**src/rtl/refresh_sched.sv**
```systemverilog
module refresh_sched #(
  parameter int TICK     = 1950,
  parameter int ROW_W    = 12,
  parameter int MAX_DEBT = 8
) (
  input  logic             clk,
  input  logic             rst_n,
  input  logic             self_ref,
  input  logic [1:0]       cov_code,
  input  logic             cool,
  input  logic             ack,
  output logic             req,
  output logic             urgent,
  output logic             sr_strobe,
  output logic [3:0]       ref_mask,
  output logic [ROW_W-1:0] ref_row
);
  localparam int CNT_W  = $clog2(2 * TICK);
  localparam int DEBT_W = $clog2(MAX_DEBT + 1);
  localparam logic [CNT_W-1:0]  LAST_N = CNT_W'(TICK - 1);
  localparam logic [CNT_W-1:0]  LAST_C = CNT_W'(2 * TICK - 1);
  localparam logic [DEBT_W-1:0] DMAX   = DEBT_W'(MAX_DEBT);

  logic [CNT_W-1:0]  cnt;
  logic [DEBT_W-1:0] debt;
  logic              sr_q;
  logic              stable, tick, take, inc;
  logic [CNT_W-1:0]  last;

  assign stable    = (self_ref == sr_q);
  assign last      = (self_ref && cool) ? LAST_C : LAST_N;
  assign tick      = stable && (cnt >= last);
  assign req       = (debt != '0) && !self_ref;
  assign urgent    = (debt == DMAX);
  assign take      = req && ack;
  assign inc       = tick && !self_ref;
  assign sr_strobe = tick && self_ref;

  always_comb begin
    ref_mask = 4'b1111;
    if (self_ref) begin
      case (cov_code)
        2'b01:   ref_mask = 4'b0011;
        2'b10:   ref_mask = 4'b0001;
        default: ref_mask = 4'b1111;
      endcase
    end
  end

  always_ff @(posedge clk) begin
    if (!rst_n) begin
      cnt     <= '0;
      debt    <= '0;
      sr_q    <= 1'b0;
      ref_row <= '0;
    end else begin
      sr_q <= self_ref;
      cnt  <= (!stable || tick) ? '0 : cnt + 1'b1;
      if (inc && !take && debt != DMAX) debt <= debt + 1'b1;
      else if (take && !inc)            debt <= debt - 1'b1;
      if (take || sr_strobe) ref_row <= ref_row + 1'b1;
    end
  end

  a_r4_debt_bounded: assert property (@(posedge clk) disable iff (!rst_n)
    debt <= DMAX);

  a_r3_row_step: assert property (@(posedge clk) disable iff (!rst_n)
    take |=> ref_row == $past(ref_row) + 1'b1);

  a_r6_strobe_row: assert property (@(posedge clk) disable iff (!rst_n)
    sr_strobe |=> ref_row == $past(ref_row) + 1'b1);

  a_r6_debt_frozen: assert property (@(posedge clk) disable iff (!rst_n)
    (self_ref && sr_q) |=> $stable(debt));

  a_r9_restart: assert property (@(posedge clk) disable iff (!rst_n)
    (self_ref != sr_q) |=> cnt == '0);

  a_r4_urgent_held: assert property (@(posedge clk) disable iff (!rst_n)
    (urgent && !take) |=> urgent);

  a_r7_bank0_covered: assert property (@(posedge clk) disable iff (!rst_n)
    sr_strobe |-> ref_mask[0]);

  a_r3_idle_row: assert property (@(posedge clk) disable iff (!rst_n)
    (!take && !sr_strobe) |=> $stable(ref_row));
endmodule

```
**config.mk**
```make
export PLATFORM = sky130hd
export DESIGN_NAME = refresh_sched
export DESIGN_NICKNAME = d
export VERILOG_FILES = /design/src/rtl/refresh_sched.sv
export SDC_FILE = /design/constraint.sdc
export NUM_CORES = 1
export LEC_CHECK = 0
export BUFFER_PORTS_ARGS = -buffer_cell sky130_fd_sc_hd__buf_2
export CAP_MARGIN = 30
export CORE_MARGIN = 5
export CORE_UTILIZATION = 55
export CTS_CLUSTER_DIAMETER = 80
export DETAILED_ROUTE_END_ITERATION = 12
export GPL_TIMING_DRIVEN = 1
export HOLD_SLACK_MARGIN = 0.05
export PLACE_DENSITY = 0.74
export SYNTH_ARGS = -nofsm -noshare
export SYNTH_HDL_FRONTEND = slang
export SYNTH_SLANG_ARGS = --single-unit
```
**constraint.sdc**
```tcl
create_clock -name clk -period 4.65 [get_ports clk]
set_input_delay 0.465 -clock clk [delete_from_list [all_inputs] [get_ports clk]]
set_output_delay 0.465 -clock clk [all_outputs]
set_load 0.005 [all_outputs]
```
==> results.sh, run 1 <==
export IMPL_status="complete, no violations"
export IMPL_cts_tree="done"
export IMPL_synth_area_mux_share=0.0322
export IMPL_via_per_inst=5.76
export IMPL_synthAdderAreaFrac=0.0837
export IMPL_dpl_cell_area_sq_mm=0.00167
export IMPL_grtUsageTotal=0.177
export IMPL_cp_start_kind="input port"
export IMPL_die_h_um=63.2
export IMPL_netlist_instances=184
export IMPL_hold_viol_final=0
export IMPL_fin_crit_ns=3.04
export IMPL_yosys_top_cells_area="dfxtp_1 (37%), ha_1 (6.4%), a21oi_1 (4.8%)"
export IMPL_clk_path_buf_depth=2
export IMPL_worst_pin_slew_ns=0.717
export IMPL_power_density_mw_per_mm2=302
export IMPL_crit_required_ns=4.90
export IMPL_power_uw=529
export IMPL_drt_first_pass_iters=4
export IMPL_routabilityCongestion=0.772
export IMPL_wl_um=3160
export IMPL_cts_resized=0
export IMPL_async_reset_ff_frac=0
export IMPL_timing_final_crit_share=0.654
export IMPL_ys_ff_latch=29
export IMPL_fin_skew_ns=0.0102
export IMPL_finalSetupViolCount=0
export IMPL_synth_edff_count=0
export IMPL_clockRootBuffer="clkbuf_4"
export IMPL_synth_compound_area_frac=0.136
export IMPL_yosys_area_top_type="dfxtp_1"
export IMPL_post_cts_buffers=0
export IMPL_num_vias=1376
export IMPL_area_delta_synth_final_pct=12.6
export IMPL_drive_above_1_share=0.163
export IMPL_drt_iter0_drc=92
export IMPL_synthSimpleGateAreaFrac=0.262
export IMPL_clock_sinks=29
export IMPL_ir_drop_uv=260
export IMPL_max_cap_viol_count=0
export IMPL_synth_ff_type="dfxtp_1"
export IMPL_final_area_sq_mm=0.00175
export IMPL_max_freq_mhz=329
export IMPL_drcViolationCount=0
export IMPL_drtAntennaViolNets=0
export IMPL_crit_type="input port to flip-flop"
export IMPL_crit_arrival_ns=3.29
export IMPL_yosysWarnings=0
export IMPL_yosysUniqueCellTypes=37
export IMPL_syn_area_sq_mm=0.00155
export IMPL_synth_top_family_by_area="simple AND/OR/NAND/NOR gates"
export IMPL_antennaDiodeCount=0
export IMPL_slew_limit_headroom=0.522
export IMPL_seq_area_frac_synth=0.374
export IMPL_postCtsHoldBufs=0
export IMPL_hp_class="flip-flop to flip-flop"
export IMPL_synthXorXnorAreaFrac=0.0676
export IMPL_synth_top_area_share=0.374
export IMPL_maxSlewViolCount=0
export IMPL_detailed_place_hpwl_um=2420
export IMPL_syn_num_nets=200
export IMPL_die_w_um=63.2
export IMPL_leakagePower_uw=0.000720
export IMPL_core_sq_mm=0.00273
export IMPL_grt_max_degree=23
export IMPL_utilization=0.640
export IMPL_grt_pass1_wl_um=5790
export IMPL_initial_utilization=0.568
export IMPL_route_detailed_wl_per_inst_um=13.2
export IMPL_first_global_vias=1364
export IMPL_die_area_sq_mm=0.00399
export IMPL_layout_nets=223
export IMPL_rows=19
export IMPL_timing_setup_tns_ns=0
export IMPL_numPortBuffers=24
export IMPL_cts_htree_levels=2
export IMPL_io_pins=26
export IMPL_syn_area_per_cell_sq_um=8.45
export IMPL_grt_overflow=0
export IMPL_clock_latency_ns=0.32
export IMPL_rsz0062_at_grt="false"
export IMPL_clk_pin_slew_ns=0.09
export IMPL_cts_buffers=5
export IMPL_endpoint_kind="flip-flop"
export IMPL_cp_max_fo=10
export IMPL_antenna_found_initial=0
==> path summary, 6_finish.rpt <==
path	start	endpoint	slack [ns]	depth (start not counted)
setup / recovery	self_ref	debt[3]$_SDFFE_PN0P_	1.61	15
setup reg to reg	cnt[2]$_SDFF_PP0_	debt[3]$_SDFFE_PN0P_	1.61	12
hold reg to reg	ref_row[11]$_SDFFE_PN0P_	ref_row[11]$_SDFFE_PN0P_	0.48	2
hold / removal	ref_row[11]$_SDFFE_PN0P_	ref_row[11]$_SDFFE_PN0P_	0.48	2
==> registers in the layout, summed over array words and instances (netlist names) <==
register and flops:
sr_q 1, cnt 12, ref_row 12, debt 4
==> power by group <==
group	switching [uW]	internal, uW
Combinational	29.7	23.3
Sequential	8.04	254
Clock	86.1	128
Total	124	406
==> area by class of cell <==
cell class / count / area (sq um)
Clock buffer: 7 / 55.1
Clock inverter: 1 / 30.0
Fill cell: 261 / 983
Inverter: 5 / 18.8
Multi-Input combinational cell: 142 / 907
Sequential cell: 29 / 581
Tap cell: 31 / 38.8
Timing Repair Buffer: 24 / 120
==> critical path, cell delays in order <==
cell and delay (ns):
buf_2 0.16, nand2_2 0.12, inv_1 0.05, ha_1 0.29, a21oi_1 0.20, a21oi_1 0.11, o41ai_2 0.45, or3_1 0.28
ha_1 0.26, a21o_1 0.18, a21oi_1 0.16, and3_1 0.16, o21ai_0 0.07, o21ai_0 0.12, mux2i_1 0.21
==> cells in the mapped netlist, types with 2 or more instances <==
| cell type | instances |
|---|---|
| mux2i_1 | 5 |
| and3_1 | 4 |
| nor2_1 | 20 |
| nand2b_1 | 3 |
| and2_1 | 2 |
| a21oi_1 | 15 |
| nand2_1 | 15 |
| or3_1 | 6 |
| inv_1 | 5 |
| o31ai_1 | 5 |
| clkbuf_1 | 3 |
| nand3_1 | 12 |
| buf_2 | 2 |
| o21ai_0 | 8 |
| o31a_1 | 2 |
| nand4_1 | 5 |
| or4_1 | 6 |
| xor2_1 | 8 |
| dfxtp_1 | 29 |
| buf_4 | 2 |
| xnor2_1 | 4 |
| ha_1 | 8 |
==> per-stage QoR <==
stage | instances | hold WS [ns] | worst slack, ns
CTS | 239 | 0.481 | 1.61
detailed placement | 231 | 0.475 | 1.29
global placement | 231 | 0.458 | 1.49
finish | 239 | 0.483 | 1.61
floorplan | 184 | 0.441 | 1.60
global route | 239 | 0.487 | 1.31
==> metal layers <==
metal | global-route usage | vias up | share of wire
met5 | 0 | - | 0
met4 | 0.0637 | 0 | 0.016
met3 | 0.0604 | 4 | 0.056
met2 | 0.294 | 28 | 0.48
met1 | 0.209 | 650 | 0.45
li1 | - | 694 | -
==> logic make-up (layout without fill, tap and decap cells) <==
group,count (synthesis),after routing
other,1,1
AND/OR/NAND/NOR,80,80
buffers and inverters,13,37
flip-flops,29,29
adder cells (fa/ha/maj),10,10
XOR/XNOR,12,12
multiplexers,5,5
AO/OA/AOI/OAI,34,34
==> cell usage in the layout (no fill, tap or decap), types with 6 or more instances in the layout <==
cell type,netlist,final
nand3_1,12,12
xor2_1,8,8
nand2_1,15,15
ha_1,8,8
or4_1,6,6
a21oi_1,15,15
nor2_1,20,20
o21ai_0,8,8
buf_2,2,24
dfxtp_1,29,29
or3_1,6,6
(Power assumes the default switching activity.)
==> run 2: changes to the inputs <==
CORE_UTILIZATION = 50   (was 55)
PLACE_DENSITY = 0.71   (was 0.74)
clock period = 2.6 ns   (was 4.65 ns; I/O delays follow)
==> results.sh, run 2 (synthesis results as in run 1) <==
export IMPL_die_area_sq_mm=0.00432
export IMPL_route_detailed_wl_per_inst_um=12.5
export IMPL_fin_crit_ns=2.52
export IMPL_power_density_mw_per_mm2=471
export IMPL_drt_first_pass_iters=5
export IMPL_timing_setup_tns_ns=0
export IMPL_crit_type="flip-flop to flip-flop"
export IMPL_detailed_place_hpwl_um=2490
export IMPL_numPortBuffers=24
export IMPL_cts_tree="done"
export IMPL_wl_um=3280
export IMPL_final_cell_mix="dfxtp_1 (25), buf_2 (24), nor2_1 (19)"
export IMPL_core_sq_mm=0.00303
export IMPL_cp_start_kind="flip-flop"
export IMPL_clk_pin_slew_ns=0.08
export IMPL_drtAntennaViolNets=0
export IMPL_drt_iter0_drc=84
export IMPL_area_delta_synth_final_pct=22.4
export IMPL_min_path_cells=3
export IMPL_p_int_uw=668
export IMPL_cts_buffers=5
export IMPL_clock_latency_ns=0.32
export IMPL_layout_nets=234
export IMPL_max_cap_viol_count=0
export IMPL_finalSetupViolCount=0
export IMPL_crit_required_ns=2.86
export IMPL_max_freq_mhz=397
export IMPL_routabilityCongestion=0.824
export IMPL_p_sw_uw=227
export IMPL_timing_final_crit_share=0.970
export IMPL_sequentialPowerShare=0.522
export IMPL_via_per_inst=5.40
export IMPL_first_global_vias=1339
export IMPL_place_inst=255
export IMPL_hp_class="input port to flip-flop"
export IMPL_clkPwrFrac=0.345
export IMPL_rows=20
export IMPL_die_h_um=65.8
export IMPL_drive_above_1_share=0.269
export IMPL_hold_worst_slack_ns=0.283
export IMPL_num_vias=1421
export IMPL_initial_utilization=0.513
export IMPL_grt_pass1_wl_um=5720
export IMPL_rr_worst_depth=10
export IMPL_maxSlewViolCount=0
export IMPL_clk_path_buf_depth=2
export IMPL_cts_htree_levels=2
export IMPL_clockRootBuffer="clkbuf_4"
export IMPL_endpoint_kind="flip-flop"
export IMPL_grt_max_degree=22
export IMPL_clock_sinks=29
export IMPL_power_uw=895
export IMPL_leakagePower_uw=0.000776
export IMPL_power_switching_share=0.254
export IMPL_grt_overflow=0
export IMPL_layout_commonest_cell="dfxtp_1"
export IMPL_crit_arrival_ns=2.78
export IMPL_nFillCells=261
export IMPL_status="complete, no violations"
export IMPL_power_frac_comb=0.133
export IMPL_postCtsHoldBufs=0
export IMPL_io_pins=26
export IMPL_die_w_um=65.8
export IMPL_hold_viol_final=0
export IMPL_reg_largest_list="cnt x12, ref_row x12, debt x4"
export IMPL_drcViolationCount=0
export IMPL_rsz0062_at_grt="true"
export IMPL_layout_cells_non_filler=263
export IMPL_antennaDiodeCount=0
export IMPL_grtUsageTotal=0.168
export IMPL_ir_drop_uv=319
export IMPL_cp_max_fo=4
export IMPL_antenna_found_initial=0
export IMPL_fin_skew_ns=0.00795
[run 2: cell count changes in the layout (fill, tap and decap cells not counted), sizes merged]
cell	delta
bufinv	-1
clkinv	+1
buf	+11
[run 2: final timing paths]
path	from	endpoint	slack (ns)
setup / recovery	debt[0]$_SDFFE_PN0P_	debt[3]$_SDFFE_PN0P_	0.08
hold / removal	rst_n	debt[1]$_SDFFE_PN0P_	0.28
setup reg to reg	debt[0]$_SDFFE_PN0P_	debt[3]$_SDFFE_PN0P_	0.08
hold reg to reg	ref_row[11]$_SDFFE_PN0P_	ref_row[11]$_SDFFE_PN0P_	0.48
[run 2: area by class of cell]
class / count / area [sq um] / area share
clock buffer: 7 / 65.1 / 0.0342
clock inverter: 1 / 5.00 / 0.00263
inverter: 5 / 18.8 / 0.00987
multi-input combinational: 142 / 970 / 0.510
sequential: 29 / 586 / 0.308
tap: 44 / 55.1 / 0.0289
timing repair buffer: 35 / 203 / 0.107
[run 2: what timing repair did]
action | 4_1_cts | 5_1_grt
setup endpoints to repair | 0 | 12
gates resized for setup | 0 | 6
buffers inserted | 0 | 0
[run 2: worst max-delay path, cell delays in order, from the launching register on]
cell	delay, ns
dfxtp_2	0.35
o31a_1	0.29
or4_1	0.40
or3_4	0.41
ha_4	0.24
a21o_1	0.16
a21oi_2	0.13
and3_1	0.15
o21ai_1	0.06
o21ai_1	0.09
mux2i_1	0.18
[run 2: power by group through the flow]
stage          clock network, uW  registers (uW)  logic, uW
2_1_floorplan                  0             476       83.8
5_1_grt                      342             469        134
3_3_place_gp                   0             476        113
3_5_place_dp                   0             477        119
4_1_cts                      319             466        120
6_report                     309             467        119
[run 2: per-layer routing]
| layer | global-route usage | part of all wire | routed length [um] | vias up |
|---|---|---|---|---|
| li1 | - | - | - | 726 |
| met1 | 0.206 | 0.46 | 1530 | 661 |
| met2 | 0.277 | 0.48 | 1590 | 32 |
| met3 | 0.0462 | 0.051 | 166 | 2 |
| met4 | 0.0674 | 0.00091 | 3 | 0 |
| met5 | 0 | 0 | 0 | - |
[run 2: metrics by stage]
step,setup WS [ns],area [sq um],utilization
floorplan,0.00227,1620,-
global placement,0.00603,1820,0.602
detailed placement,-0.0513,1820,0.602
CTS,0.0501,1890,0.625
global route,-0.0236,1900,0.628
finish,0.0790,1900,0.628
==> run 3: changes to the inputs <==
CELL_PAD_IN_SITES_DETAIL_PLACEMENT = 1   (was unset)
CELL_PAD_IN_SITES_GLOBAL_PLACEMENT = 1   (was unset)
CORE_UTILIZATION = 37   (was 50)
PLACE_DENSITY = 0.7   (was 0.71)
==> results.sh, run 3 (synthesis results as in run 1) <==
export IMPL_status="complete, no violations"
export IMPL_drive_above_1_share=0.291
export IMPL_ir_drop_uv=241
export IMPL_clock_latency_ns=0.27
export IMPL_num_vias=1461
export IMPL_first_global_vias=1526
export IMPL_fin_crit_ns=2.52
export IMPL_cts_htree_levels=2
export IMPL_numPortBuffers=24
export IMPL_crit_start="cnt[1]$_SDFF_PP0_"
export IMPL_clock_sinks=29
export IMPL_post_place_ws_ns=-0.101
export IMPL_fin_skew_ns=0.00375
export IMPL_route_detailed_wl_per_inst_um=15.2
export IMPL_drtAntennaViolNets=0
export IMPL_cts_tree="done"
export IMPL_detailed_place_hpwl_um=3080
export IMPL_rsz0062_at_grt="true"
export IMPL_grt_pass1_wl_um=6980
export IMPL_grtUsageTotal=0.163
export IMPL_reg2reg_to="debt[3]$_SDFFE_PN0P_"
export IMPL_wl_um=4110
export IMPL_endpoint_kind="flip-flop"
export IMPL_antennaDiodeCount=0
export IMPL_antenna_found_initial=0
export IMPL_utilization=0.498
export IMPL_critPathCapture="debt[3]$_SDFFE_PN0P_"
export IMPL_initial_utilization=0.386
export IMPL_final_cell_mix="dfxtp_1 (24), buf_2 (24), nor2_1 (19)"
export IMPL_slew_limit_headroom=0.666
export IMPL_grt_max_degree=23
export IMPL_reg_largest_list="cnt x12, ref_row x12, debt x4"
export IMPL_rows=23
export IMPL_core_sq_mm=0.00403
export IMPL_cp_start_kind="flip-flop"
export IMPL_timing_final_crit_share=0.970
export IMPL_drt_first_pass_iters=4
export IMPL_clk_path_buf_depth=2
export IMPL_crit_arrival_ns=2.73
export IMPL_worstReg2RegStart="cnt[1]$_SDFF_PP0_"
export IMPL_leakagePower_uw=0.000797
export IMPL_rr_worst_depth=12
export IMPL_die_area_sq_mm=0.00560
export IMPL_finalWorstSetupSlack_ns=0.0773
export IMPL_min_path_cells=3
export IMPL_cts_buffers=5
export IMPL_power_density_mw_per_mm2=486
export IMPL_nFillCells=491
export IMPL_hp_class="input port to flip-flop"
export IMPL_crit_type="flip-flop to flip-flop"
export IMPL_area_delta_synth_final_pct=29.2
export IMPL_cp_max_fo=4
export IMPL_clk_pin_slew_ns=0.06
export IMPL_max_freq_mhz=396
export IMPL_worst_pin_slew_ns=0.499
export IMPL_crit_required_ns=2.81
export IMPL_max_cap_viol_count=0
export IMPL_finalSetupViolCount=0
export IMPL_drt_iter0_drc=37
export IMPL_layout_nets=236
export IMPL_drcViolationCount=0
export IMPL_timing_setup_tns_ns=0
export IMPL_io_pins=26
export IMPL_die_w_um=74.8
export IMPL_via_per_inst=5.41
export IMPL_clockRootBuffer="clkbuf_8"
export IMPL_postCtsHoldBufs=0
export IMPL_r2r_slack_ns=0.08
export IMPL_grt_overflow=0
export IMPL_routabilityCongestion=0.773
export IMPL_hold_viol_final=0
export IMPL_maxSlewViolCount=0
export IMPL_die_h_um=74.8
-- run 3: layout make-up --
cell class | instances | area (sq um) | area share
inverter | 5 | 18.8 | 0.00935
multi-input combinational | 142 | 1020 | 0.508
timing repair buffer | 37 | 230 | 0.115
sequential | 29 | 589 | 0.293
tap | 50 | 62.6 | 0.0312
clock buffer | 7 | 86.3 | 0.0430
-- run 3: worst min-delay path by stage --
stage	from	to	slack, ns
after global routing	rst_n	debt[2]$_SDFFE_PN0P_	0.36
after global placement	ref_row[11]$_SDFFE_PN0P_	ref_row[11]$_SDFFE_PN0P_	0.46
after detailed placement	debt[3]$_SDFFE_PN0P_	debt[3]$_SDFFE_PN0P_	0.49
after floorplan	rst_n	cnt[2]$_SDFF_PP0_	0.43
final	rst_n	debt[2]$_SDFFE_PN0P_	0.32
after CTS	rst_n	debt[2]$_SDFFE_PN0P_	0.32
-- run 3: report_power, final --
| part | internal, uW | switching (uW) | leakage, uW |
|---|---|---|---|
| clock | 209 | 158 | 0.0000443 |
| combinational | 69.9 | 69.4 | 0.000515 |
| sequential | 455 | 14.0 | 0.000237 |
| total | 734 | 241 | 0.000797 |
-- run 3: worst max-delay path, cell delays in order (launching register included) --
cell and delay [ns]:
dfxtp_4 0.36, ha_4 0.27, nand3_4 0.09, a21oi_4 0.17, o41ai_4 0.08, or3_4 0.44, ha_4 0.24, a21o_1 0.16
a21oi_2 0.14, and3_1 0.16, o21ai_1 0.06, o21ai_1 0.09, mux2i_1 0.19
-- run 3: per-stage QoR --
stage | hold slack (ns) | instance area, sq um | total power (uW) | std cells
final | 0.324 | 2010 | 976 | 270
after global routing | 0.359 | 2010 | 1030 | 270
after CTS | 0.325 | 1930 | 981 | 268
after detailed placement | 0.490 | 1840 | 607 | 261
after global placement | 0.458 | 1840 | 598 | 261
after floorplan | 0.433 | 1620 | 560 | 184
-- run 3: repair_timing --
action                     CTS  global route
resized for setup            0            14
setup endpoints to repair    0             1
setup buffers                0             2
-- run 3: routing by layer --
layer / track usage / up-vias / wire, um
met5: 0 / - / 0
met4: 0.0534 / 0 / 21
met3: 0.0401 / 2 / 184
met2: 0.296 / 23 / 2170
met1: 0.187 / 716 / 1740
li1: - / 720 / -
